`src/rtl/sched_pkg.sv`:
```
package sched_pkg;

    typedef enum logic [1:0] {
        ST_SETUP = 2'd0,
        ST_RUN   = 2'd1,
        ST_DRAIN = 2'd2
    } sched_state_e;

    function automatic int max2(input int a, input int b);
        return (a > b) ? a : b;
    endfunction

endpackage

```
`src/rtl/slot_delay.sv`:
```
module slot_delay #(
    parameter int DEPTH = 4
) (
    input  logic clk,
    input  logic rst_n,
    input  logic in_i,
    output logic out_o
);
    logic sh_q [DEPTH];

    always_ff @(posedge clk or negedge rst_n) begin
        if (!rst_n) begin
            for (int i = 0; i < DEPTH; i++) sh_q[i] <= 1'b0;
        end else begin
            sh_q[0] <= in_i;
            for (int i = 1; i < DEPTH; i++) sh_q[i] <= sh_q[i-1];
        end
    end

    assign out_o = sh_q[DEPTH-1];
endmodule

```
`src/rtl/slot_cadence.sv`:
```
module slot_cadence #(
    parameter int CNT_W = 2
) (
    input  logic             clk,
    input  logic             rst_n,
    input  logic             en_i,
    input  logic [CNT_W-1:0] last_i,
    output logic [CNT_W-1:0] wd_o,
    output logic             last_wd_o,
    output logic             first_wd_o
);
    logic [CNT_W-1:0] wd_q;

    always_ff @(posedge clk or negedge rst_n) begin
        if (!rst_n)              wd_q <= '0;
        else if (!en_i)          wd_q <= '0;
        else if (wd_q == last_i) wd_q <= '0;
        else                     wd_q <= wd_q + 1'b1;
    end

    assign wd_o       = wd_q;
    assign last_wd_o  = en_i && (wd_q == last_i);
    assign first_wd_o = en_i && (wd_q == '0);

    assert_word_in_range_R2: assert property (@(posedge clk) disable iff (!rst_n)
        en_i |-> (wd_q <= last_i));
endmodule

```
`src/rtl/slot_ring.sv`:
```
module slot_ring #(
    parameter int MAX_SIG = 3,
    parameter int CNT_W   = 2,
    parameter int ADDR_W  = 5,
    parameter int SIG_W   = 2
) (
    input  logic              clk,
    input  logic              rst_n,
    input  logic              init_i,
    input  logic [ADDR_W-1:0] init_s_i,
    input  logic [SIG_W-1:0]  sig_i,
    input  logic [CNT_W-1:0]  last_cnt_i,
    input  logic              rotate_i,
    input  logic              accept_i,
    input  logic              step_i,
    output logic              occ_cur_o,
    output logic              occ_next_o,
    output logic              any_occ_o,
    output logic              last_iter_o,
    output logic [ADDR_W-1:0] aptr_cur_o,
    output logic [ADDR_W-1:0] base_cur_o
);
    logic              occ_q  [MAX_SIG];
    logic [CNT_W-1:0]  iter_q [MAX_SIG];
    logic [ADDR_W-1:0] aptr_q [MAX_SIG];
    logic [ADDR_W-1:0] base_q [MAX_SIG];
    logic              occ_d  [MAX_SIG];
    logic [CNT_W-1:0]  iter_d [MAX_SIG];
    logic [ADDR_W-1:0] aptr_d [MAX_SIG];
    logic [ADDR_W-1:0] base_d [MAX_SIG];

    logic              occ_u;
    logic [CNT_W-1:0]  iter_u;
    logic [ADDR_W-1:0] aptr_u;
    logic              fin;

    assign fin = (iter_q[0] == last_cnt_i);

    // updated view of the current slot (entry 0)
    always_comb begin
        occ_u  = occ_q[0];
        iter_u = iter_q[0];
        aptr_u = aptr_q[0];
        if (accept_i) begin
            occ_u  = 1'b1;
            iter_u = '0;
            aptr_u = base_q[0];
        end else if (step_i) begin
            if (fin) begin
                occ_u  = 1'b0;
                iter_u = '0;
            end else begin
                iter_u = iter_q[0] + 1'b1;
                aptr_u = aptr_q[0] + 1'b1;
            end
        end
    end

    always_comb begin
        for (int i = 0; i < MAX_SIG; i++) begin
            if (init_i) begin
                occ_d[i]  = 1'b0;
                iter_d[i] = '0;
                base_d[i] = ADDR_W'(2 * i) * init_s_i;
                aptr_d[i] = ADDR_W'(2 * i) * init_s_i;
            end else if (rotate_i && (i < int'(sig_i) - 1)) begin
                occ_d[i]  = occ_q [(i == MAX_SIG-1) ? i : i + 1];
                iter_d[i] = iter_q[(i == MAX_SIG-1) ? i : i + 1];
                aptr_d[i] = aptr_q[(i == MAX_SIG-1) ? i : i + 1];
                base_d[i] = base_q[(i == MAX_SIG-1) ? i : i + 1];
            end else if (rotate_i && (i == int'(sig_i) - 1)) begin
                occ_d[i]  = occ_u;
                iter_d[i] = iter_u;
                aptr_d[i] = aptr_u;
                base_d[i] = base_q[0];
            end else if (!rotate_i && i == 0) begin
                occ_d[i]  = occ_u;
                iter_d[i] = iter_u;
                aptr_d[i] = aptr_u;
                base_d[i] = base_q[0];
            end else begin
                occ_d[i]  = occ_q[i];
                iter_d[i] = iter_q[i];
                aptr_d[i] = aptr_q[i];
                base_d[i] = base_q[i];
            end
        end
    end

    always_ff @(posedge clk or negedge rst_n) begin
        if (!rst_n) begin
            for (int i = 0; i < MAX_SIG; i++) begin
                occ_q[i]  <= 1'b0;
                iter_q[i] <= '0;
                aptr_q[i] <= '0;
                base_q[i] <= '0;
            end
        end else begin
            for (int i = 0; i < MAX_SIG; i++) begin
                occ_q[i]  <= occ_d[i];
                iter_q[i] <= iter_d[i];
                aptr_q[i] <= aptr_d[i];
                base_q[i] <= base_d[i];
            end
        end
    end

    always_comb begin
        any_occ_o = 1'b0;
        for (int i = 0; i < MAX_SIG; i++) any_occ_o = any_occ_o | occ_q[i];
    end

    assign occ_cur_o   = occ_q[0];
    assign occ_next_o  = occ_q[1];
    assign last_iter_o = fin;
    assign aptr_cur_o  = aptr_q[0];
    assign base_cur_o  = base_q[0];

    assert_book_free_only_R3: assert property (@(posedge clk) disable iff (!rst_n)
        accept_i |-> !occ_q[0]);
    assert_end_only_busy_R5: assert property (@(posedge clk) disable iff (!rst_n)
        (step_i && fin) |-> occ_q[0]);
endmodule

```
`src/rtl/slot_sched.sv`:
```
module slot_sched
    import sched_pkg::*;
#(
    parameter int S_M0   = 2,
    parameter int SIG_M0 = 3,
    parameter int S_M1   = 3,
    parameter int SIG_M1 = 2,
    parameter int L_MEM  = 1,
    parameter int L_Q    = 1,
    parameter int L_L1   = 2,
    parameter int ALPHA  = 6,
    localparam int MAX_S   = max2(S_M0, S_M1),
    localparam int MAX_SIG = max2(SIG_M0, SIG_M1),
    localparam int CNT_W   = (MAX_S > 2) ? $clog2(MAX_S) : 1,
    localparam int SIG_W   = $clog2(MAX_SIG + 1),
    localparam int ADDR_W  = $clog2(2 * MAX_S * MAX_SIG)
) (
    input  logic              clk,
    input  logic              rst_n,
    input  logic              setup_i,
    input  logic              mode_i,
    input  logic              start_i,
    output logic              slot_avail_o,
    output logic              write_en_o,
    output logic [ADDR_W-1:0] wr_base_o,
    output logic [ADDR_W-1:0] a_addr_o,
    output logic [ADDR_W-1:0] b_addr_o,
    output logic              rst_t_o,
    output logic              rst_d_o,
    output logic              l2_en_o,
    output logic              l3_en_o,
    output logic              data_avail_o
);
    localparam int D_RST_T = L_MEM + 4;
    localparam int D_L2    = L_MEM + 4;
    localparam int D_L3    = L_Q + 4;
    localparam int D_DAV   = L_MEM + 3 + ALPHA;
    localparam int D_RST_D = 1 + L_MEM + L_L1;

    sched_state_e      state_q, state_d;
    logic              mode_q;
    logic              avail_q, cur_comp_q, first_pend_q, we_q;
    logic [ADDR_W-1:0] wr_base_q;

    logic [CNT_W-1:0]  last_cnt, wd;
    logic [SIG_W-1:0]  sig_act;
    logic [ADDR_W-1:0] s_addr, init_s;
    logic              run_act, last_wd, first_wd, accept, step, comp_en;
    logic              occ_cur, occ_next, any_occ, last_iter;
    logic [ADDR_W-1:0] aptr_cur, base_cur;

    assign last_cnt = mode_q ? CNT_W'(S_M1 - 1) : CNT_W'(S_M0 - 1);
    assign sig_act  = mode_q ? SIG_W'(SIG_M1) : SIG_W'(SIG_M0);
    assign s_addr   = mode_q ? ADDR_W'(S_M1) : ADDR_W'(S_M0);
    assign init_s   = mode_i ? ADDR_W'(S_M1) : ADDR_W'(S_M0);
    assign run_act  = (state_q != ST_SETUP);
    assign accept   = avail_q && start_i;
    assign step     = last_wd && cur_comp_q;
    assign comp_en  = first_wd && cur_comp_q;

    slot_cadence #(.CNT_W(CNT_W)) u_cad (
        .clk(clk), .rst_n(rst_n), .en_i(run_act), .last_i(last_cnt),
        .wd_o(wd), .last_wd_o(last_wd), .first_wd_o(first_wd)
    );

    slot_ring #(.MAX_SIG(MAX_SIG), .CNT_W(CNT_W), .ADDR_W(ADDR_W), .SIG_W(SIG_W)) u_ring (
        .clk(clk), .rst_n(rst_n), .init_i(state_q == ST_SETUP), .init_s_i(init_s),
        .sig_i(sig_act), .last_cnt_i(last_cnt), .rotate_i(last_wd),
        .accept_i(accept), .step_i(step),
        .occ_cur_o(occ_cur), .occ_next_o(occ_next), .any_occ_o(any_occ),
        .last_iter_o(last_iter), .aptr_cur_o(aptr_cur), .base_cur_o(base_cur)
    );

    // state register
    always_ff @(posedge clk or negedge rst_n) begin
        if (!rst_n) state_q <= ST_SETUP;
        else        state_q <= state_d;
    end

    always_comb begin
        state_d = state_q;
        unique case (state_q)
            ST_SETUP: if (!setup_i)            state_d = ST_RUN;
            ST_RUN:   if (last_wd && setup_i)  state_d = ST_DRAIN;
            ST_DRAIN: if (!any_occ)            state_d = ST_SETUP;
            default:                           state_d = ST_SETUP;
        endcase
    end

    // registered outputs and per-phase flags
    always_ff @(posedge clk or negedge rst_n) begin
        if (!rst_n) begin
            mode_q       <= 1'b0;
            avail_q      <= 1'b0;
            cur_comp_q   <= 1'b0;
            first_pend_q <= 1'b1;
            we_q         <= 1'b0;
            wr_base_q    <= '0;
        end else begin
            we_q <= accept;
            if (accept) wr_base_q <= base_cur;
            unique case (state_q)
                ST_SETUP: begin
                    mode_q       <= mode_i;
                    avail_q      <= !setup_i;
                    cur_comp_q   <= 1'b0;
                    first_pend_q <= 1'b1;
                end
                ST_RUN: begin
                    if (comp_en) first_pend_q <= 1'b0;
                    if (last_wd) begin
                        avail_q    <= !setup_i && !occ_next;
                        cur_comp_q <= occ_next;
                    end else if (accept) begin
                        avail_q <= 1'b0;
                    end
                end
                ST_DRAIN: begin
                    if (comp_en) first_pend_q <= 1'b0;
                    avail_q <= 1'b0;
                    if (last_wd) cur_comp_q <= occ_next;
                end
                default: avail_q <= 1'b0;
            endcase
        end
    end

    slot_delay #(.DEPTH(D_RST_T)) u_d_rst_t (.clk(clk), .rst_n(rst_n), .in_i(we_q), .out_o(rst_t_o));
    slot_delay #(.DEPTH(D_L2)) u_d_l2 (.clk(clk), .rst_n(rst_n), .in_i(comp_en), .out_o(l2_en_o));
    slot_delay #(.DEPTH(D_L3)) u_d_l3 (.clk(clk), .rst_n(rst_n), .in_i(l2_en_o), .out_o(l3_en_o));
    slot_delay #(.DEPTH(D_DAV)) u_d_dav (.clk(clk), .rst_n(rst_n),
        .in_i(comp_en && last_iter), .out_o(data_avail_o));
    slot_delay #(.DEPTH(D_RST_D)) u_d_rst_d (.clk(clk), .rst_n(rst_n),
        .in_i(comp_en && first_pend_q), .out_o(rst_d_o));

    assign slot_avail_o = avail_q;
    assign write_en_o   = we_q;
    assign wr_base_o    = wr_base_q;
    assign a_addr_o     = aptr_cur;
    assign b_addr_o     = base_cur + s_addr + ADDR_W'(wd);

    assert_avail_only_run_R2: assert property (@(posedge clk) disable iff (!rst_n)
        slot_avail_o |-> (state_q == ST_RUN));
    assert_write_follows_accept_R3: assert property (@(posedge clk) disable iff (!rst_n)
        (slot_avail_o && start_i) |=> write_en_o);
    assert_no_write_unoffered_R4: assert property (@(posedge clk) disable iff (!rst_n)
        write_en_o |-> $past(slot_avail_o && start_i));
    assert_busy_slot_not_offered_R5: assert property (@(posedge clk) disable iff (!rst_n)
        slot_avail_o |-> !occ_cur || write_en_o || !$stable(occ_cur));
    assert_mode_frozen_R12: assert property (@(posedge clk) disable iff (!rst_n)
        (state_q != ST_SETUP) |=> $stable(mode_q));
endmodule

```
`config.mk`:
```
export PLATFORM = sky130hd
export DESIGN_NAME = slot_sched
export DESIGN_NICKNAME = d
export VERILOG_FILES = /design/src/rtl/sched_pkg.sv /design/src/rtl/slot_delay.sv /design/src/rtl/slot_cadence.sv /design/src/rtl/slot_ring.sv /design/src/rtl/slot_sched.sv
export SDC_FILE = /design/constraint.sdc
export NUM_CORES = 1
export LEC_CHECK = 0
export CAP_MARGIN = 5
export CELL_PAD_IN_SITES_DETAIL_PLACEMENT = 0
export CELL_PAD_IN_SITES_GLOBAL_PLACEMENT = 1
export CORE_MARGIN = 1.5
export CORE_UTILIZATION = 33
export DETAILED_ROUTE_END_ITERATION = 8
export GPL_TIMING_DRIVEN = 0
export PLACE_DENSITY_LB_ADDON = 0.1
export REMOVE_ABC_BUFFERS = 1
export SLEW_MARGIN = 20
export SYNTH_ARGS = -nofsm -noshare
export SYNTH_HDL_FRONTEND = slang
export SYNTH_SLANG_ARGS = --single-unit
```
`constraint.sdc`:
```
create_clock -name clk -period 4.97 [get_ports clk]
set_input_delay 0.994 -clock clk [delete_from_list [all_inputs] [get_ports clk]]
set_output_delay 0.994 -clock clk [all_outputs]
set_load 0.01 [all_outputs]
```
# ---- Yosys cells after proc, flatten, opt, wreduce, memory -nomap -nowiden
# Index checks and enable logic that the tools add are counted.
dict set report classes {
  n_eq_ne 14
  magnitude_cmp 3
  reduce_logical 30
  mux 64
  bitwise 2
  add_sub_neg 6
}
# op n
set ops {}
lappend ops {{5-bit two-way mux} 21}
lappend ops {{2-bit two-way mux} 19}
lappend ops {{2-bit by 32-bit equality test with 1-bit output, first input constant} 1}
lappend ops {{3-bit by 32-bit equality test with 1-bit output, first input constant} 1}
lappend ops {{32-bit logical NOT} 1}
lappend ops {{1-bit by 32-bit less-than comparator with 1-bit output, first input constant} 1}
lappend ops {{2-bit by 32-bit less-than comparator with 1-bit output, first input constant} 1}
lappend ops {{3-bit by 32-bit less-than comparator with 1-bit output, first input constant} 1}
lappend ops {{1-bit two-way mux} 20}
lappend ops {{1-bit logical AND} 15}
lappend ops {{5-bit by 2-bit adder with 5-bit output} 2}
lappend ops {{2-bit nonzero test} 4}
lappend ops {{2-bit by 1-bit != test with 1-bit output, second input constant} 3}
lappend ops {{2-bit != test, second input constant} 3}
lappend ops {{1-bit case mux with 2 select lines} 3}
lappend ops {{2-bit case mux with 3 select lines} 1}
lappend ops {{2-bit AND reduction} 3}
lappend ops {{5-bit by 1-bit adder with 5-bit output, second input constant} 1}
lappend ops {{2-bit by 1-bit adder with 2-bit output, second input constant} 2}
lappend ops {{2-bit equality test} 2}
lappend ops {{2-bit logical NOT} 2}
lappend ops {{4-bit by 1-bit != test with 1-bit output, second input constant} 1}
lappend ops {{3-bit != test, second input constant} 1}
lappend ops {{3-bit AND reduction} 1}
lappend ops {{7 further kinds} 9}
dict set report totals {
  elab_cells 168
  output_inout_bits 22
  regBits 82
  in_bits 5
}

# ---- Depth between registers and ports, before layout
dict set report logic_depth {
  depth_word 10
  depth_mapped 8
  mapped_depth_nobuf 7
}

# ---- Cells and area by module
# A second synthesis with hierarchy kept.
dict set report unflattened {
  cells_unflattened 370
  area_unflattened_um2 3907.5
}
# mod n_inst seq_area_each_um2 area_per_inst_um2 cells_each
set modules_own_cells {}
lappend modules_own_cells {slot_ring 1 975.9 2333.5 256}
lappend modules_own_cells {slot_sched 1 301.5 724.4 71}
lappend modules_own_cells {{slot_delay at u_d_l2 ...} 3 125.1 125.1 5}
lappend modules_own_cells {{slot_delay at u_d_dav} 1 250.2 250.2 10}
lappend modules_own_cells {slot_cadence 1 50.0 123.9 14}
lappend modules_own_cells {{slot_delay at u_d_rst_d} 1 100.1 100.1 4}

# ---- Worst setup path after synthesis
# No wires, ideal clock.
dict set report synth_timing {
  kind {reg2out}
  from {reg mode_q}
  to {out b_addr_o[3]}
  path_slack_ns 2.164
  required_ns 3.976
  path_stages_with_launch 9
  path_buffers 1
  arrival_time_ns 1.812
  cell_sequence {dfrtp_1 > buf_6 > inv_1 > fa_1 > inv_1 > ha_1 > inv_1 > fa_1 > xnor2_1}
}
dict set report synth_via {
  elab_chain_cells 3
}
# element line_no
set synth_lines {}
lappend synth_lines {{from (decl)} slot_sched.sv:41} ;# logic mode_q;
lappend synth_lines {{from (signal assigned)} slot_sched.sv:104} ;# mode_q <= mode_i;
lappend synth_lines {{1-bit two-way mux} slot_sched.sv:54} ;# assign s_addr = mode_q ? ADDR_W'(S_M1) : ADDR_W'(S_M0);
lappend synth_lines {{5-bit by 2-bit adder with 5-bit output (2 in series)} slot_sched.sv:140} ;# assign b_addr_o = base_cur + s_addr + ADDR_W'(wd);
lappend synth_lines {{to (decl)} slot_sched.sv:27} ;# output logic [ADDR_W-1:0] b_addr_o,
# Every way passes these cells.

# ---- Worst setup path in the final report
# Ends and elaborated chain as after synthesis.

==> run_results.csv <==
group,metric,value,unit
power,irDropWorstVdd,0.261,mV
synthesis,yosysTopAreaCell,"dfrtp_1",
timing,timing.fmax,256,MHz
synthesis,synth.distinct_cells,52,
cts,root_buffer,"clkbuf_8",
floorplanning,die-width,107,µm
global_route,overflow,0,
synthesis,seq_area_frac_synth,57.9,%
detailed_routing,antenna_left,0,
global_route,grt_busiest_layer,"met1",
global_route,met3_usage,3.10,%
finish,drive_above_1_share,7.22,%
floorplanning,num_rows,37,
timing,setup_violations,0,
synthesis,synth_top_cell_area_share,57.2,%
global_route,grt_util_all_layers,16.7,%
global_route,grt_max_degree,50,
detailed_routing,routedWlPerCell,17.1,µm
global_route,grt_util_met1,24.9,%
synthesis,synthesis.instances,337,
timing,skew,0.0152,ns
cts,cts_buffers,9,
worst_setup_path,r2r_slack,2.20,ns
finish,n_fill_cell,1045,
timing,drv_slew,0,
timing,hold_ws,0.353,ns
cts,postCtsHoldBufs,0,
global_route,antenna_found_initial,0,
synthesis,synthFlopType,"dfrtp_1",
place,gp_congestion,0.717,
timing,worst_slack,1.06,ns
cts,cts_tree,"yes",
finish,diodes,0,
power,p_int,1.40,mW
floorplanning,coreArea,10400,µm²
cts,clk_latency,0.37,ns
worst_setup_path,reg2reg_to,"u_ring.aptr_q[9]",
detailed_routing,drt_iter0_markers,190,
job,cap_viol_max_count,0,
worst_setup_path,worstPathArrival,2.92,ns
timing,slew_headroom,32.0,%
synthesis,ys_warn_count,0,
power,power-per-cell-area,604,nW/µm²
worst_setup_path,end_kind,"output pin",
power,pwr-share-comb,43.8,%
min_path,min_to,"u_d_rst_d.sh_q[1]",
timing,min_period_over_period,78.7,%
place,hpwl,5.50,mm
floorplanning,io_pins,27,
finish,nNetsFinal,373,
cts,cts_setup_buffers,0,
detailed_routing,via_per_inst,5.17,
place,pre_cts_slack,1.37,ns
worst_setup_path,reg2reg_from,"mode_q",
global_route,grt_use_met2,23.9,%
power,power.total,2.48,mW
synthesis,synth_area,3540,µm²
synthesis,synth-edff-count,0,
global_route,grt_pass1_wl,14.3,mm
floorplanning,dieArea,11400,µm²
cts,cts-resized-gates,0,
worst_setup_path,critical_path.startpoint_type,"flop",
detailed_routing,routed_wl,8.48,mm
worst_setup_path,r2r_cells,5,
detailed_routing,drcViolationCount,0,
timing,rsz0062_at_grt,"no",
floorplanning,die_y,107,µm
outcome,status,"finished, final reports clean",
floorplanning,initial_core_util,34.2,%
timing,max_slew.worst_pin.slew,1.02,ns
synthesis,async_flop_share,100,%
synthesis,avgSynthCellArea,10.5,µm²
timing,period_minus_slack,3.91,ns
power,power.share.sequential,36.9,%
power,clockPowerShare,19.3,%
cts,htreeDepth,3,
global_route,grt_pass1_vias,2517,
place,port_buffers,26,
min_path,holdPathStages,0,
power,leakagePower,1.89,nW
cts,cts_max_path_buffers,2,
min_path,hp-start,"u_d_rst_d.sh_q[2]",
cts,clk_pin_slew,0.10,ns
detailed_routing,vias,2562,
worst_setup_path,cp_max_fo,9,
detailed_routing,drtPass1Iterations,6,
worst_setup_path,crit_required,3.98,ns
power,p_sw,1.08,mW
min_path,hp-class,"reg -> reg",
timing,hold_viol,0,
power,switching_share,43.5,%
cts,cts.sinks,82,
synthesis,synth_area_leaders,"dfrtp_1 (57%), nand2_1 (5.7%), ha_1 (3.9%), nor2_1 (3.0%), a21oi_1 (2.8%)",
synthesis,ys_ff_latch,82,
finish,area_delta_synth_final,16.1,%
worst_setup_path,worstSetupPathType,"reg -> out",
layout by cell type (no fill, tap or decap), drive strengths merged, types with 2 or more instances in the layout:
cell and n:
nand4 2, nand3 8, fa 2, a31oi 2, clkdlybuf4s50 25, inv 24, clkinvlp 3, mux2 2
o41ai 2, nor3 4, nor2b 2, a222oi 5, o31ai 3, ha 11, o22ai 2, or3 3
a21o 3, a211oi 7, o2bb2ai 2, nand2 54, a22oi 6, a311oi 2, buf 3, a21oi 20
clkbuf 9, dfrtp 81, nor2 28, nor4 2, o21ai 10, o32ai 2, o211ai 3, nand3b 2
xnor2 3, xor2 3, and3 5, clkinv 3
power groups by stage:
stage	Clock, mW	Sequential, mW	Combinational, mW
2_1_floorplan	0	0.915	0.635
3_3_place_gp	0	0.929	1.06
3_5_place_dp	0	0.930	1.09
4_1_cts	0.499	0.918	1.10
5_1_grt	0.524	0.939	1.22
6_report	0.479	0.917	1.09
cell families after synthesis:
kind of cell,Yosys count,share of synthesized area [%]
AND/OR/NAND/NOR,115,14.6
multiplexers,3,0.918
XOR/XNOR,6,1.48
buffers and inverters,44,5.58
adder cells (fa/ha/maj),13,5.01
flip-flops,82,57.9
AO/OA/AOI/OAI,74,14.4
area by class of cell:
type                    instances  area (µm²)  share of cell area [%]
clock inverters                 7        72.6                    1.76
clock buffers                   9         124                    3.01
well taps                     136         170                    4.14
flip-flops and latches         82        2050                    49.9
inverters                      23        86.3                    2.10
repair buffers                 28         313                    7.60
multi-input cells             211        1290                    31.5
state kept, by name, indices dropped and copies added (netlist names), 4 cells and up:
signal / cells
u_d_l2.sh_q: 4
u_d_l3.sh_q: 4
u_d_rst_t.sh_q: 4
u_ring.aptr_cur_o: 5
u_ring.aptr_q: 10
u_ring.base_cur_o: 5
u_ring.iter_q: 6
u_ring.base_q: 10
u_d_dav.sh_q: 9
wr_base_o: 5
metal layers:
layer	up-vias	part of all wire, %
li1	1196	-
met1	1301	48
met2	53	45
met3	12	4.5
met4	0	2.2
met5	-	0
how the worst max path moves through the flow:
| stage | startpoint | end | cells past startpoint |
|---|---|---|---|
| finish | mode_q | b_addr_o[3] | 8 |
| floorplan | mode_q | b_addr_o[3] | 7 |
| CTS | mode_q | b_addr_o[3] | 8 |
| global placement | rst_n | u_d_l2.sh_q[4] | 1 |
| detailed placement | start_i | u_ring.aptr_q[9] | 6 |
| global route | mode_q | b_addr_o[3] | 8 |
through the flow:
step	TNS [ns]	instance area, µm²	util (%)	cells
3_5_place_dp	0	3920	37.8	480
5_1_grt	0	4110	39.7	496
4_1_cts	0	4110	39.7	496
6_report	0	4110	39.7	496
3_3_place_gp	-15.86	3860	37.2	478
2_1_floorplan	0	3430	-	316
critical path, cell delays in order (launching register included):
cell and delay (ns):
dfrtp_1 0.54, inv_1 0.22, fa_1 0.44, inv_1 0.06
ha_1 0.16, inv_1 0.05, fa_1 0.37, xnor2_1 0.15
clkdlybuf4s50_1 0.55
cells in the mapped netlist (4+ instances only):
cell,instances
nor2_1,28
nand3_1,7
clkbuf_1,8
and3_1,5
nor3_1,4
nand2_1,54
buf_2,5
o21ai_0,10
a211oi_1,7
dfrtp_1,81
inv_1,21
a222oi_1,5
ha_1,11
buf_4,5
a21oi_1,20
a22oi_1,6
No activity file was read; power rests on OpenSTA's default activity.
